[src/rtl/irq_ctrl_pkg.sv]
// Package: shared constants and register addresses for the vectored
// interrupt controller. Assumes 16 sources split over two 8-bit bytes.
package irq_ctrl_pkg;

    localparam int SRC_N  = 16;
    localparam int DW     = 8;
    localparam int ADDR_W = 4;
    localparam int ID_W   = $clog2(SRC_N);
    localparam int BASE_W = DW - ID_W;

    typedef enum logic [ADDR_W-1:0] {
        RA_ENA_HI = 4'd0,
        RA_ENA_LO = 4'd1,
        RA_PND_HI = 4'd2,
        RA_PND_LO = 4'd3,
        RA_MSK_HI = 4'd4,
        RA_MSK_LO = 4'd5,
        RA_ISV_HI = 4'd6,
        RA_ISV_LO = 4'd7,
        RA_CTRL   = 4'd8,
        RA_GPIN   = 4'd9
    } reg_addr_e;

endpackage

[src/rtl/irq_regs.sv]
// Module: irq_regs
// Holds the enable, mask and control registers and decodes writes that
// clear pending or in-service bits. Serves combinational reads of all
// registers. Assumes SRC_N == 2*DW: the upper byte covers sources
// SRC_N-1..DW and the lower byte covers DW-1..0.
module irq_regs
    import irq_ctrl_pkg::*;
#(
    parameter int P_SRC_N = SRC_N,
    parameter int P_DW    = DW,
    parameter int P_AW    = ADDR_W,
    parameter int P_BW    = BASE_W
) (
    input  logic               clk,
    input  logic               rst_n,
    input  logic               wr_en,
    input  logic [P_AW-1:0]    addr,
    input  logic [P_DW-1:0]    wdata,
    input  logic [P_SRC_N-1:0] pnd_q,
    input  logic [P_SRC_N-1:0] isv_q,
    input  logic [P_DW-1:0]    gpin,
    output logic [P_DW-1:0]    rdata,
    output logic [P_SRC_N-1:0] ena_q,
    output logic [P_SRC_N-1:0] ena_nxt,
    output logic [P_SRC_N-1:0] msk_q,
    output logic [P_SRC_N-1:0] pnd_wclr,
    output logic [P_SRC_N-1:0] isv_wclr,
    output logic [P_BW-1:0]    vbase_q,
    output logic               sw_eoi_q
);

    localparam int HI = P_SRC_N - 1;
    localparam int LO_TOP = P_DW - 1;
    localparam int PAD_W = P_DW - P_BW - 1;

    logic [P_SRC_N-1:0] msk_nxt;

    // Next value of enable and mask after any write this cycle.
    always_comb begin
        ena_nxt = ena_q;
        msk_nxt = msk_q;
        if (wr_en) begin
            unique case (addr)
                RA_ENA_HI: ena_nxt[HI -: P_DW]     = wdata;
                RA_ENA_LO: ena_nxt[LO_TOP:0]       = wdata;
                RA_MSK_HI: msk_nxt[HI -: P_DW]     = wdata;
                RA_MSK_LO: msk_nxt[LO_TOP:0]       = wdata;
                default: ;
            endcase
        end
    end

    // Write-zero-to-clear strobes for pending and in-service bits.
    always_comb begin
        pnd_wclr = '0;
        isv_wclr = '0;
        if (wr_en) begin
            unique case (addr)
                RA_PND_HI: pnd_wclr[HI -: P_DW] = ~wdata;
                RA_PND_LO: pnd_wclr[LO_TOP:0]   = ~wdata;
                RA_ISV_HI: isv_wclr[HI -: P_DW] = ~wdata;
                RA_ISV_LO: isv_wclr[LO_TOP:0]   = ~wdata;
                default: ;
            endcase
        end
    end

    // Register state update with synchronous reset.
    always_ff @(posedge clk) begin
        if (!rst_n) begin
            ena_q    <= '0;
            msk_q    <= '0;
            vbase_q  <= '0;
            sw_eoi_q <= 1'b0;
        end else begin
            ena_q <= ena_nxt;
            msk_q <= msk_nxt;
            if (wr_en && addr == RA_CTRL) begin
                vbase_q  <= wdata[P_DW-1 -: P_BW];
                sw_eoi_q <= wdata[0];
            end
        end
    end

    // Combinational read multiplexer.
    always_comb begin
        unique case (addr)
            RA_ENA_HI: rdata = ena_q[HI -: P_DW];
            RA_ENA_LO: rdata = ena_q[LO_TOP:0];
            RA_PND_HI: rdata = pnd_q[HI -: P_DW];
            RA_PND_LO: rdata = pnd_q[LO_TOP:0];
            RA_MSK_HI: rdata = msk_q[HI -: P_DW];
            RA_MSK_LO: rdata = msk_q[LO_TOP:0];
            RA_ISV_HI: rdata = isv_q[HI -: P_DW];
            RA_ISV_LO: rdata = isv_q[LO_TOP:0];
            RA_CTRL:   rdata = {vbase_q, {PAD_W{1'b0}}, sw_eoi_q};
            RA_GPIN:   rdata = gpin;
            default:   rdata = '0;
        endcase
    end

endmodule

[src/rtl/irq_src_latch.sv]
// Module: irq_src_latch
// Per-source edge detection plus the pending and in-service flip-flops.
// Assumes src_in is synchronous to clk. A new edge beats a clear in the
// same cycle; a disable (ena_nxt low) beats everything.
module irq_src_latch #(
    parameter int P_SRC_N = 16
) (
    input  logic               clk,
    input  logic               rst_n,
    input  logic [P_SRC_N-1:0] src_in,
    input  logic [P_SRC_N-1:0] ena_q,
    input  logic [P_SRC_N-1:0] ena_nxt,
    input  logic [P_SRC_N-1:0] pnd_wclr,
    input  logic [P_SRC_N-1:0] ack_clr,
    input  logic [P_SRC_N-1:0] isv_wclr,
    input  logic [P_SRC_N-1:0] isv_set,
    output logic [P_SRC_N-1:0] prev_q,
    output logic [P_SRC_N-1:0] pnd_q,
    output logic [P_SRC_N-1:0] isv_q
);

    for (genvar g = 0; g < P_SRC_N; g++) begin : g_src
        logic rise;

        // Rising-edge detect against last cycle's sample.
        always_comb rise = src_in[g] & ~prev_q[g];

        // Sample, pending and in-service state of one source.
        always_ff @(posedge clk) begin
            if (!rst_n) begin
                prev_q[g] <= 1'b0;
                pnd_q[g]  <= 1'b0;
                isv_q[g]  <= 1'b0;
            end else begin
                prev_q[g] <= src_in[g];
                pnd_q[g]  <= ena_nxt[g] &
                             ((pnd_q[g] & ~pnd_wclr[g] & ~ack_clr[g]) |
                              (rise & ena_q[g]));
                isv_q[g]  <= (isv_q[g] & ~isv_wclr[g]) | isv_set[g];
            end
        end
    end

endmodule

[src/rtl/irq_prio_sel.sv]
// Module: irq_prio_sel
// Combinational selection: a source is eligible when pending, unmasked
// and above every in-service source. The highest-numbered eligible
// source wins. Assumes a one-hot-free in-service vector is legal.
module irq_prio_sel #(
    parameter int P_SRC_N = 16,
    parameter int P_ID_W  = $clog2(P_SRC_N)
) (
    input  logic [P_SRC_N-1:0] pnd_q,
    input  logic [P_SRC_N-1:0] msk_q,
    input  logic [P_SRC_N-1:0] isv_q,
    output logic               req,
    output logic [P_ID_W-1:0]  win_id
);

    logic [P_SRC_N-1:0] blocked;
    logic [P_SRC_N-1:0] elig;

    // A source is blocked by any in-service bit at or above it.
    always_comb begin
        for (int s = 0; s < P_SRC_N; s++) begin
            blocked[s] = |(isv_q >> s);
        end
    end

    // Eligible sources and the resulting request.
    always_comb begin
        elig = pnd_q & ~msk_q & ~blocked;
        req  = |elig;
    end

    // Highest-numbered eligible source; later hits overwrite earlier.
    always_comb begin
        win_id = '0;
        for (int s = 0; s < P_SRC_N; s++) begin
            if (elig[s]) win_id = P_ID_W'(s);
        end
    end

endmodule

[src/rtl/vec_irq_ctrl.sv]
// Module: vec_irq_ctrl (top)
// Vectored 16-source interrupt controller. Sources 7..0 are ext_req,
// 15..8 are int_evt. On an acknowledge with a live request, returns
// {base, source} for one cycle and retires the winner's pending bit.
// Assumes ack_i is a single-cycle pulse synchronous to clk.
module vec_irq_ctrl
    import irq_ctrl_pkg::*;
#(
    parameter int P_SRC_N = SRC_N,
    parameter int P_DW    = DW,
    parameter int P_AW    = ADDR_W
) (
    input  logic              clk,
    input  logic              rst_n,
    input  logic [P_DW-1:0]   ext_req,
    input  logic [P_DW-1:0]   int_evt,
    input  logic              reg_wr,
    input  logic [P_AW-1:0]   reg_addr,
    input  logic [P_DW-1:0]   reg_wdata,
    output logic [P_DW-1:0]   reg_rdata,
    input  logic              ack_i,
    output logic              irq_o,
    output logic [P_DW-1:0]   vec_o,
    output logic              vec_valid_o
);

    localparam int L_ID_W = $clog2(P_SRC_N);
    localparam int L_BW   = P_DW - L_ID_W;

    logic [P_SRC_N-1:0] src_in;
    logic [P_SRC_N-1:0] prev_q;
    logic [P_SRC_N-1:0] pnd_q;
    logic [P_SRC_N-1:0] isv_q;
    logic [P_SRC_N-1:0] ena_q;
    logic [P_SRC_N-1:0] ena_nxt;
    logic [P_SRC_N-1:0] msk_q;
    logic [P_SRC_N-1:0] pnd_wclr;
    logic [P_SRC_N-1:0] isv_wclr;
    logic [P_SRC_N-1:0] ack_clr;
    logic [P_SRC_N-1:0] isv_set;
    logic [L_BW-1:0]    vbase_q;
    logic               sw_eoi_q;
    logic               req;
    logic [L_ID_W-1:0]  win_id;
    logic               ack_take;
    logic [P_DW-1:0]    vec_q;
    logic               vec_vld_q;

    // Source numbering: internal events above external lines.
    always_comb src_in = {int_evt, ext_req};

    irq_regs #(
        .P_SRC_N (P_SRC_N),
        .P_DW    (P_DW),
        .P_AW    (P_AW),
        .P_BW    (L_BW)
    ) u_regs (
        .clk      (clk),
        .rst_n    (rst_n),
        .wr_en    (reg_wr),
        .addr     (reg_addr),
        .wdata    (reg_wdata),
        .pnd_q    (pnd_q),
        .isv_q    (isv_q),
        .gpin     (prev_q[P_DW-1:0]),
        .rdata    (reg_rdata),
        .ena_q    (ena_q),
        .ena_nxt  (ena_nxt),
        .msk_q    (msk_q),
        .pnd_wclr (pnd_wclr),
        .isv_wclr (isv_wclr),
        .vbase_q  (vbase_q),
        .sw_eoi_q (sw_eoi_q)
    );

    irq_src_latch #(
        .P_SRC_N (P_SRC_N)
    ) u_latch (
        .clk      (clk),
        .rst_n    (rst_n),
        .src_in   (src_in),
        .ena_q    (ena_q),
        .ena_nxt  (ena_nxt),
        .pnd_wclr (pnd_wclr),
        .ack_clr  (ack_clr),
        .isv_wclr (isv_wclr),
        .isv_set  (isv_set),
        .prev_q   (prev_q),
        .pnd_q    (pnd_q),
        .isv_q    (isv_q)
    );

    irq_prio_sel #(
        .P_SRC_N (P_SRC_N),
        .P_ID_W  (L_ID_W)
    ) u_prio (
        .pnd_q  (pnd_q),
        .msk_q  (msk_q),
        .isv_q  (isv_q),
        .req    (req),
        .win_id (win_id)
    );

    // Acknowledge decode: retire the winner, mark it in service if asked.
    always_comb begin
        ack_take = ack_i & req;
        ack_clr  = ack_take ? (P_SRC_N'(1) << win_id) : '0;
        isv_set  = (ack_take && sw_eoi_q) ? ack_clr : '0;
    end

    // Vector register and its one-cycle valid flag.
    always_ff @(posedge clk) begin
        if (!rst_n) begin
            vec_q     <= '0;
            vec_vld_q <= 1'b0;
        end else begin
            vec_vld_q <= ack_take;
            if (ack_take) vec_q <= {vbase_q, win_id};
        end
    end

    // Output drive.
    always_comb begin
        irq_o       = req;
        vec_o       = vec_q;
        vec_valid_o = vec_vld_q;
    end

endmodule

[config.mk]
export PLATFORM = sky130hd
export DESIGN_NAME = vec_irq_ctrl
export DESIGN_NICKNAME = d
export VERILOG_FILES = /design/src/rtl/irq_ctrl_pkg.sv /design/src/rtl/irq_regs.sv /design/src/rtl/irq_src_latch.sv /design/src/rtl/irq_prio_sel.sv /design/src/rtl/vec_irq_ctrl.sv
export SDC_FILE = /design/constraint.sdc
export NUM_CORES = 1
export LEC_CHECK = 0
export BUFFER_PORTS_ARGS = -buffer_cell sky130_fd_sc_hd__buf_4
export CAP_MARGIN = 25
export CORE_AREA = 5 5 142 103
export CTS_CLUSTER_SIZE = 40
export DETAILED_ROUTE_END_ITERATION = 7
export DIE_AREA = 0 0 147 108
export GPL_TIMING_DRIVEN = 0
export SLEW_MARGIN = 10
export SYNTH_ARGS = -nofsm -noshare
export SYNTH_HDL_FRONTEND = slang
export SYNTH_HIERARCHICAL = 1
export SYNTH_SLANG_ARGS = --single-unit
[constraint.sdc]
create_clock -name clk -period 4.4 [get_ports clk]
set_input_delay 0.88 -clock clk [delete_from_list [all_inputs] [get_ports clk]]
set_output_delay 0.88 -clock clk [all_outputs]
set_load 0.005 [all_outputs]
==> PnR_summary.wiki <==
{| class="wikitable"
! Metric !! Value
|-
| Result of the run || complete, no violations
|-
| DRC violation total after the first TritonRoute iteration || 458
|-
| Ys flop type || sky130_fd_sc_hd__dfxtp_1
|-
| Multiplexer share of the synthesized area || 10.35%
|-
| Leakage component of the power || 0.002319 µW
|-
| Worst r2r src || u_latch/isv_q[7]
|-
| Total met2 wirelength after detailed routing || 7807 µm
|-
| Gate count of the mapped netlist || 597
|-
| Synthesized net count || 629
|-
| Unrepaired setup endpoints after global routing || no
|-
| Number of antenna violations at the first check in global routing || 0
|-
| Net count, final || 687
|-
| Hold Worst Slack || 0.4662 ns
|-
| All-layer global routing usage || 22.90%
|-
| Amount of wire on met3 after detailed routing || 1359 µm
|-
| WL per Instance || 21.89 µm
|-
| First-pass GRT wire length || 27,820 µm
|-
| Worst slew pin tran || 0.7663 ns
|-
| Parity-gate share of the synthesized area counting xor and xnor cells || 0%
|-
| Cell taking the most area after synthesis || sky130_fd_sc_hd__dfxtp_1
|-
| Longest Clk Path Bufs || 2
|-
| Largest net degree at the start of global routing || 17
|-
| Number of resized instances in the post-cts repair step || 0
|-
| Final setup violation count || 0
|-
| H-Tree Level Count || 3
|-
| Clock slew at reported path FFs || 0.07 ns
|-
| Via count of the first global-routing pass || 4,842
|-
| Synthesized-area fraction occupied by ao, oa, aoi and oai cells || 13.75%
|-
| Power per Cell Area || 314.1 nW/µm²
|-
| HPWL after detailed placement || 13,580 µm
|-
| Worst hold path type || flop to flop
|-
| Clock insertion delay at the later pin of the skew report || 0.35 ns
|-
| Final period utilization || 78.72%
|-
| Die area || 15,880 µm²
|-
| Post-DRT Antenna Nets || 0
|-
| Post-layout utilization of the core || 46.19%
|-
| Share of synthesized cell area in and, or, nand and nor gates || 35.33%
|-
| Max-cap check violation count || 0
|-
| Post CTS Setup Buffer Count || 0
|-
| Largest cells by area after synthesis || sky130_fd_sc_hd__dfxtp_1 (37%), sky130_fd_sc_hd__mux2i_1 (6.8%), sky130_fd_sc_hd__nor2b_1 (5.6%)
|-
| Crit path arrival time || 2.58 ns
|-
| Root buf cell || sky130_fd_sc_hd__clkbuf_16
|-
| Post-route design area || 6007 µm²
|-
| Final count of pins violating max slew || 0
|-
| Reg2Reg Depth || 10
|-
| Mapped cell area || 5125 µm²
|-
| Number of cells after detailed placement || 810
|-
| PortBufs || 47
|-
| YS warnings || 6
|-
| Routed metal-1 wirelength || 8467 µm
|-
| Synthesis-to-finish area growth || 17.21%
|-
| IO Count || 50
|-
| Post-placement cell area || 5685 µm²
|-
| Ant. Diodes || 0
|-
| Reg-to-reg setup timing slack || 1.37 ns
|-
| Register area share after synthesis || 36.72%
|-
| Number of sinks on the clock net || 94
|-
| Sort of element at the end of the critical path || output port
|-
| Count of cell types in the netlist || 59
|-
| Post-synth EDFFs || 0
|-
| Fraction of registers with async set/reset || 0%
|-
| Routability congestion estimate || 0.9823
|-
| Count of fill cells added during filler insertion || 1,259
|-
| Total CTS buffers || 9
|-
| Required time at the worst-slack endpoint || 3.52 ns
|-
| Number of design rule violations left after detail routing || 0
|-
| Number of hold buffers added after CTS || 0
|-
| Total length of routed wires || 18,080 µm
|-
| Number of hold violations in the final report || 0
|-
| Worst slew slack as a fraction of its limit || 48.91%
|-
| Worst hold start || vec_o[1]
|-
| Maximum operating frequency || 0.2887 GHz
|-
| Most common cell after layout, fill and taps aside || sky130_fd_sc_hd__dfxtp_1
|-
| Synth Register Bits || 94
|-
| Avg Vias per Cell || 5.788
|-
| Ratio of cells with drive above 1 in the final layout || 17.88%
|-
| Mapped Avg Cell Area || 8.584 µm²
|-
| Top cell type's share of synthesized area || 36.72%
|-
| Final Instance Count excl. Fillers || 826
|-
| Hold-critical path endpoint || vec_o[1]
|-
| Area of the core region || 13,010 µm²
|-
| Grt ovf || 0
|-
| Largest fanout on the critical path || 10
|-
| Nature of the critical path startpoint || input port
|-
| Width of the die || 147 µm
|-
| Highest-count cells in the layout ignoring fill and taps || sky130_fd_sc_hd__dfxtp_1 (94), sky130_fd_sc_hd__nor2_1 (55), sky130_fd_sc_hd__buf_4 (50)
|-
| IR drop worst, VDD || 199.4 µV
|-
| Adder and majority cell fraction of the synthesized area || 0%
|-
| Final Critical Period || 3.464 ns
|-
| Total number of placement rows || 35
|-
| Highest metal layer used by the detailed router || met4
|-
| Category of the critical setup timing path || input port to output port
|-
| Summed negative setup slack over all endpoints || 0 ns
|-
| Combinational family with the most area after synthesis || simple AND/OR/NAND/NOR gates
|-
| Effective utilization at floorplan || 39.40%
|-
| Multi-input gate area in the final layout || 3045 µm²
|-
| Hold path depth || 2
|-
| Sequential cell area in the final layout || 1882 µm²
|-
| Reg2reg end || u_latch/pnd_q[1]
|-
| DIE HEIGHT || 108 µm
|-
| Number of search-and-repair iterations in the first detailed-routing pass || 5
|-
| CTS tree || done
|-
| Clock tree skew after final layout || 0.007149 ns
|-
| Vias || 4,781
|}
## kinds of logic (layout without fill, tap and decap cells)
| group | after synthesis | in the layout |
|---|---|---|
| flip-flops | 94 | 94 |
| AND/OR/NAND/NOR | 312 | 312 |
| buffers and inverters | 37 | 100 |
| multiplexers | 51 | 51 |
| AO/OA/AOI/OAI | 103 | 103 |
## power by group
group          switching (µW)  internal (µW)
Combinational            95.0           59.2
Sequential               6.74            862
Clock                     361            503
## cell type report
class,instances,area share [%]
plain buffers,33,3.041
repair buffers,47,5.874
flip-flops and latches,94,31.33
clock buffers,10,3.812
clock inverters,6,1.541
well taps,166,3.458
multi-input cells,466,50.70
inverters,4,0.2499
## registers in the layout (all words and copies together) (netlist names)
register / count
u_latch/prev_q: 16
u_regs/ena_q: 16
u_regs/vbase_q: 4
vec_o: 8
u_latch/pnd_q: 16
u_regs/msk_q: 16
vec_valid_o: 1
u_regs/sw_eoi_q: 1
u_latch/isv_q: 16
## metal layers
layer | GRT usage, % | vias to the layer above
met5 | 0 | -
met4 | 7.646 | 0
met3 | 5.237 | 44
met2 | 35.13 | 230
met1 | 31.89 | 2269
li1 | - | 2238
## synthesized netlist by cell type, drive strengths merged (14+ instances only)
master,count
o21a,16
nand2,42
nand3b,19
a21oi,22
and2,35
nor2b,47
dfxtp,94
nor3,22
nand2b,23
or3b,17
buf,22
mux2,16
nor2,57
mux2i,35
o21ai,14
## worst max path at each step
stage                      startpoint      endpoint  slack (ns)  depth (start not counted)
after floorplan           reg_addr[2]  reg_rdata[6]        1.48                          5
final                     reg_addr[2]  reg_rdata[6]        0.94                          6
after global placement    reg_addr[2]  reg_rdata[6]        0.97                          6
after global routing      reg_addr[2]  reg_rdata[6]        0.89                          6
after CTS                 reg_addr[2]  reg_rdata[6]        0.98                          6
after detailed placement  reg_addr[2]  reg_rdata[6]        0.98                          6
## per-stage QoR
stage / setup WS (ns) / total power [µW]
floorplan: 1.481 / 967.1
global placement: 0.9656 / 1038
detailed placement: 0.9784 / 1039
CTS: 0.9784 / 1899
global route: 0.8933 / 1949
finish: 0.9362 / 1887
## worst max-delay path, stage by stage
cell and delay, ns:
sky130_fd_sc_hd__buf_4 0.15, sky130_fd_sc_hd__clkbuf_1 0.49, sky130_fd_sc_hd__mux2i_1 0.29, sky130_fd_sc_hd__nor3b_1 0.08
sky130_fd_sc_hd__or4_1 0.52, sky130_fd_sc_hd__buf_4 0.16
(Power assumes the default switching activity.)
